### src/rtl/fptrap_pkg.sv
package fptrap_pkg;
   localparam int FLAG_W  = 6;
   localparam int SUM_W   = FLAG_W + 1;
   localparam int BIT_INV = 0;
   localparam int BIT_DZE = 1;
   localparam int BIT_OVF = 2;
   localparam int BIT_UNF = 3;
   localparam int BIT_INE = 4;
   localparam int BIT_IOV = 5;
   localparam int BIT_SWC = 6;

   typedef logic [FLAG_W-1:0] fx_flags_t;
   typedef logic [SUM_W-1:0]  fx_sum_t;
endpackage

### src/rtl/fptrap_opcheck.sv
module fptrap_opcheck
   import fptrap_pkg::*;
(
   input  fx_flags_t flags,
   input  fx_flags_t ign,
   input  fx_flags_t en,
   input  logic      swc,
   input  logic      user,
   output logic      hit,
   output fx_sum_t   sum,
   output fx_flags_t sticky_add
);
   fx_flags_t live;
   fx_flags_t gated;

   always_comb begin
      live  = flags & ~ign;
      gated = live & en;
      if (swc) begin
         sticky_add = live;
         hit        = user ? (|gated) : (|live);
         sum        = {1'b1, gated};
      end else begin
         sticky_add = flags;
         hit        = |live;
         sum        = {1'b0, live};
      end
   end
endmodule

### src/rtl/fptrap_screen.sv
module fptrap_screen
   import fptrap_pkg::*;
#(
   parameter int EXP_W  = 11,
   parameter int FRAC_W = 52,
   localparam int OPND_W = 1 + EXP_W + FRAC_W
) (
   input  logic [OPND_W-1:0] opnd,
   input  logic              cmp,
   input  logic              swc,
   input  logic              ftz,
   output logic              hit,
   output fx_sum_t           sum,
   output fx_flags_t         sticky_add
);
   logic [EXP_W-1:0]  exp_f;
   logic [FRAC_W-1:0] frac_f;
   logic exp_zero, exp_ones, frac_nz, denorm, is_nan;

   always_comb begin
      exp_f    = opnd[FRAC_W +: EXP_W];
      frac_f   = opnd[FRAC_W-1:0];
      exp_zero = ~|exp_f;
      exp_ones = &exp_f;
      frac_nz  = |frac_f;
      denorm   = exp_zero & frac_nz;
      is_nan   = exp_ones & frac_nz;
      sum        = '0;
      sticky_add = '0;
      hit        = 1'b0;
      sum[BIT_INV] = 1'b1;
      if (swc) begin
         hit          = denorm & ~ftz;
         sum[BIT_SWC] = 1'b1;
      end else if (cmp) begin
         hit                 = denorm | is_nan;
         sticky_add[BIT_INV] = is_nan;
      end else begin
         hit                 = denorm | exp_ones;
         sticky_add[BIT_INV] = exp_ones;
      end
   end
endmodule

### src/rtl/fptrap_sticky.sv
module fptrap_sticky
   import fptrap_pkg::*;
(
   input  logic      clk,
   input  logic      rst_n,
   input  logic      clr,
   input  fx_flags_t add,
   output fx_flags_t q
);
   always_ff @(posedge clk) begin
      if (!rst_n) q <= '0;
      else        q <= (clr ? '0 : q) | add;
   end
endmodule

### src/rtl/fptrap_unit.sv
module fptrap_unit
   import fptrap_pkg::*;
#(
   parameter int NREG   = 32,
   parameter int EXP_W  = 11,
   parameter int FRAC_W = 52,
   localparam int REG_W  = $clog2(NREG),
   localparam int OPND_W = 1 + EXP_W + FRAC_W
) (
   input  logic              clk,
   input  logic              rst_n,
   input  logic              op_valid,
   input  logic [5:0]        op_flags,
   input  logic [5:0]        ign_mask,
   input  logic [5:0]        en_mask,
   input  logic              sw_comp,
   input  logic              user_mode,
   input  logic [REG_W-1:0]  dest_reg,
   input  logic              scr_valid,
   input  logic [OPND_W-1:0] scr_operand,
   input  logic              scr_cmp,
   input  logic              scr_ftz,
   input  logic              sticky_clr,
   output logic              trap,
   output logic [6:0]        trap_summary,
   output logic [NREG-1:0]   trap_regmask,
   output logic [5:0]        sticky
);
   if (NREG < 2 || (NREG & (NREG - 1)) != 0) begin : g_bad_nreg
      $error("fptrap_unit: NREG must be a power of two of at least 2");
   end
   if (EXP_W < 2 || FRAC_W < 1) begin : g_bad_fmt
      $error("fptrap_unit: operand format too narrow");
   end

   logic      op_hit, scr_hit, use_op, use_scr, hit_n;
   fx_sum_t   op_sum, scr_sum, sum_n;
   fx_flags_t op_add, scr_add, stk_add;
   logic [NREG-1:0] onehot, mask_n;

   fptrap_opcheck u_op (
      .flags(op_flags), .ign(ign_mask), .en(en_mask), .swc(sw_comp),
      .user(user_mode), .hit(op_hit), .sum(op_sum), .sticky_add(op_add)
   );

   fptrap_screen #(.EXP_W(EXP_W), .FRAC_W(FRAC_W)) u_scr (
      .opnd(scr_operand), .cmp(scr_cmp), .swc(sw_comp), .ftz(scr_ftz),
      .hit(scr_hit), .sum(scr_sum), .sticky_add(scr_add)
   );

   for (genvar i = 0; i < NREG; i++) begin : g_dec
      assign onehot[i] = (dest_reg == REG_W'(i));
   end

   always_comb begin
      use_op  = op_valid;
      use_scr = scr_valid & ~op_valid;
      hit_n   = use_op ? op_hit : (use_scr & scr_hit);
      sum_n   = !hit_n ? '0 : (use_op ? op_sum : scr_sum);
      mask_n  = (hit_n && use_op) ? onehot : '0;
      stk_add = use_op ? op_add : (use_scr ? scr_add : '0);
   end

   fptrap_sticky u_stk (
      .clk(clk), .rst_n(rst_n), .clr(sticky_clr), .add(stk_add), .q(sticky)
   );

   always_ff @(posedge clk) begin
      if (!rst_n) begin
         trap         <= 1'b0;
         trap_summary <= '0;
         trap_regmask <= '0;
      end else begin
         trap         <= hit_n;
         trap_summary <= sum_n;
         trap_regmask <= mask_n;
      end
   end
endmodule

### config.mk
export PLATFORM = sky130hd
export DESIGN_NAME = fptrap_unit
export DESIGN_NICKNAME = d
export VERILOG_FILES = /design/src/rtl/fptrap_pkg.sv /design/src/rtl/fptrap_opcheck.sv /design/src/rtl/fptrap_screen.sv /design/src/rtl/fptrap_sticky.sv /design/src/rtl/fptrap_unit.sv
export SDC_FILE = /design/constraint.sdc
export NUM_CORES = 1
export LEC_CHECK = 0
export ABC_CLOCK_PERIOD_IN_PS = 2100
export BUFFER_PORTS_ARGS = -buffer_cell sky130_fd_sc_hd__clkbuf_2
export CAP_MARGIN = 5
export CORE_ASPECT_RATIO = 1.25
export CORE_MARGIN = 1.5
export CORE_UTILIZATION = 37
export DETAILED_ROUTE_END_ITERATION = 8
export PLACE_DENSITY = 0.81
export RECOVER_POWER = 50
export SLEW_MARGIN = 20
export SYNTH_ARGS = -nofsm -noshare
export SYNTH_HDL_FRONTEND = slang
export SYNTH_SLANG_ARGS = --single-unit
### constraint.sdc
create_clock -name clk -period 2.1 [get_ports clk]
set_clock_uncertainty 0.15 [all_clocks]
set_input_delay 0 -clock clk [delete_from_list [all_inputs] [get_ports clk]]
set_output_delay 0 -clock clk [all_outputs]
set_load 0.05 [all_outputs]
==> flow_summary.json <==
{
  "status": "finished clean",
  "power.density_mw_per_mm2": 654,
  "cts_buffers": 5,
  "hold_path_class": "in2reg",
  "setup_viol": 0,
  "maxSlewViolCount": 0,
  "met3_usage_pct": 4.78,
  "start_util_pct": 37.9,
  "worstPathArrival_ns": 2.08,
  "crit_required_ns": 2.14,
  "n_antenna_cell": 0,
  "portBuffers": 140,
  "clock_path_buffers": 2,
  "worstSetupPathType": "in2reg",
  "first_iter_violations": 127,
  "num-nets-final": 455,
  "coreArea_mm2": 0.00436,
  "post_cts.repair.setup_buffers": 0,
  "grt_use_met1_pct": 22.7,
  "io-pin-count": 142,
  "use_met2_pct": 50.2,
  "stdcell_area_mm2": 0.00283,
  "clkLatencyLatePin_ns": 0.29,
  "syn2layout_area_growth_pct": 71.5,
  "worst_pin_slew_ns": 0.685,
  "p_leak_uw": 0.00119,
  "rsz0062_at_grt": "false",
  "grt_pass1_vias": 2099,
  "synth-simple-area-share_pct": 33.3,
  "layout_common_cells": "clkbuf_2, clkbuf_1, dfxtp_1, nor2_1, dlygate4sd3_1",
  "synthAdderAreaFrac_pct": 0,
  "critPathMaxFanout": 5,
  "fmax_mhz": 491,
  "maxSlewHeadroom_pct": 54.5,
  "synth-compound-area-share_pct": 8.56,
  "synth_cell_type_count": 26,
  "startpoint_type": "primary input",
  "yosys_warnings": 0,
  "synth_xor_area_share_pct": 0,
  "async_flop_share_pct": 0,
  "gp_congestion": 0.841,
  "fillers": 372,
  "muxShareOfSynthArea_pct": 0,
  "die_h_um": 77.7,
  "yosys_register_bits": 46,
  "antenna_found_initial": 0,
  "dpl-instance-area_mm2": 0.00242,
  "syn_area_per_cell_um2": 9.18,
  "path_clk_slew_ns": 0.08,
  "layout_commonest_cell": "clkbuf_2",
  "dp_hpwl_mm": 4.28,
  "cts_tree": "done",
  "cts_max_level": 2,
  "ir_drop_mv": 0.352,
  "synth_flop_cell": "dfxtp_1",
  "dr.pass1.iters": 5,
  "syn-cell-area_mm2": 0.00165,
  "totalWireLength_mm": 6.01,
  "synth_edf_count": 0,
  "drc": 0,
  "wl_per_cell_um": 14.4,
  "cts.sinks": 46,
  "clockRootBuffer": "clkbuf_8",
  "rows": 27,
  "die_x_um": 62.8,
  "yosysSeqAreaShare_pct": 55.8,
  "min_period_ns": 2.04,
  "syn_nets": 276,
  "synthCells": 180,
  "num_vias": 2122,
  "dieArea_mm2": 0.00488,
  "drive_gt1_share_pct": 30.3,
  "grt_first_pass_wirelength_mm": 9.21,
  "synth_top_family_by_area": "simple AND/OR/NAND/NOR gates",
  "busiest_layer": "met2",
  "grt_usage_pct": 24.5,
  "grt_max_degree": 15,
  "hold_viol_final": 0,
  "fin_crit_sh_pct": 97.0,
  "fin_tns_setup_ns": 0,
  "ant_nets": 0,
  "grt_overflow_total": 0,
  "cp-end-kind": "register",
  "max_cap_viol_count": 0,
  "via_per_inst": 5.08,
  "total_power_uw": 1850
}
==> Yosys cell counts (2+ instances only) <==
| master | count | area share [%] |
|---|---|---|
| a21oi_1 | 2 | 0.61 |
| nand4_1 | 6 | 2.3 |
| nor2_1 | 36 | 8.2 |
| nand3b_1 | 4 | 1.8 |
| dfxtp_1 | 46 | 56 |
| nor2b_1 | 5 | 1.9 |
| inv_1 | 5 | 1.1 |
| nand3_1 | 3 | 0.91 |
| nand2_1 | 13 | 3.0 |
| clkbuf_1 | 4 | 0.91 |
| or3_1 | 2 | 0.76 |
| nor4_1 | 23 | 8.7 |
| or3b_2 | 2 | 1.1 |
| a32oi_1 | 7 | 3.7 |
| nor3_1 | 4 | 1.2 |
| nand4b_1 | 3 | 1.6 |
| o21ai_0 | 6 | 1.8 |
==> cell type report <==
cell class                      count  area (um^2)  area share, %
Clock buffer                        6         72.6           2.56
Timing Repair Buffer              177         1010           35.6
Inverter                            5         18.8          0.663
Clock inverter                      2         37.5           1.33
Tap cell                           58         72.6           2.56
Sequential cell                    46          921           32.5
Multi-Input combinational cell    124          702           24.8
==> through the flow <==
| step | setup slack (ns) | util [%] | hold WS, ns | instances |
|---|---|---|---|---|
| after floorplan | 0.488 | - | 0.000900 | 180 |
| after global placement | 0.301 | 55.5 | 0.121 | 375 |
| after detailed placement | 0.263 | 55.5 | 0.115 | 375 |
| after CTS | 0.00177 | 67.2 | 0.00676 | 423 |
| after global routing | 0.0209 | 65.0 | 0.0655 | 418 |
| final | 0.0632 | 65.0 | 0.0123 | 418 |
==> sequential cells by signal, indices dropped and copies added (netlist names) <==
register and count:
trap 1, u_stk.q 6, trap_regmask 32, trap_summary 7
==> report_power, final <==
part	switching [uW]	total [uW]	internal [uW]	leakage (uW)
sequential	5.94	892	886	0.000372
clock	293	648	355	0.0000514
combinational	171	314	142	0.000764
==> logic make-up after synthesis <==
group	after synthesis
and+or+nand+nor	105
AOI/OAI and AO/OA	19
buffers and inverters	10
DFF	46
==> worst max-delay path, stage by stage <==
cell and delay (ns):
dlygate4sd3_1 0.53, clkbuf_2 0.13, nor2b_1 0.16, nor4_1 0.43, a41oi_2 0.29, a221o_1 0.39, a21boi_2 0.15
==> per-layer routing <==
metal | wire, um | vias up | part of all wire (%)
met5 | 0 | - | 0
met4 | 185 | 0 | 3.1
met3 | 400 | 16 | 6.7
met2 | 3320 | 135 | 55
met1 | 2110 | 958 | 35
li1 | - | 1013 | -
==> final timing paths <==
check	from	end	slack (ns)	depth (start not counted)
setup / recovery	op_flags[0]	trap_summary[0]	0.06	7
hold reg to reg	u_stk.q[2]	u_stk.q[2]	0.89	3
setup reg to reg	u_stk.q[5]	u_stk.q[5]	0.68	3
hold / removal	scr_operand[33]	trap	0.01	5
==> what timing repair did <==
action,4_1_cts,5_1_grt
resized for setup,0,2
hold buffers,40,0
endpoints found under the setup margin,0,42
endpoints found under the hold margin,45,0
(Power assumes the default switching activity.)
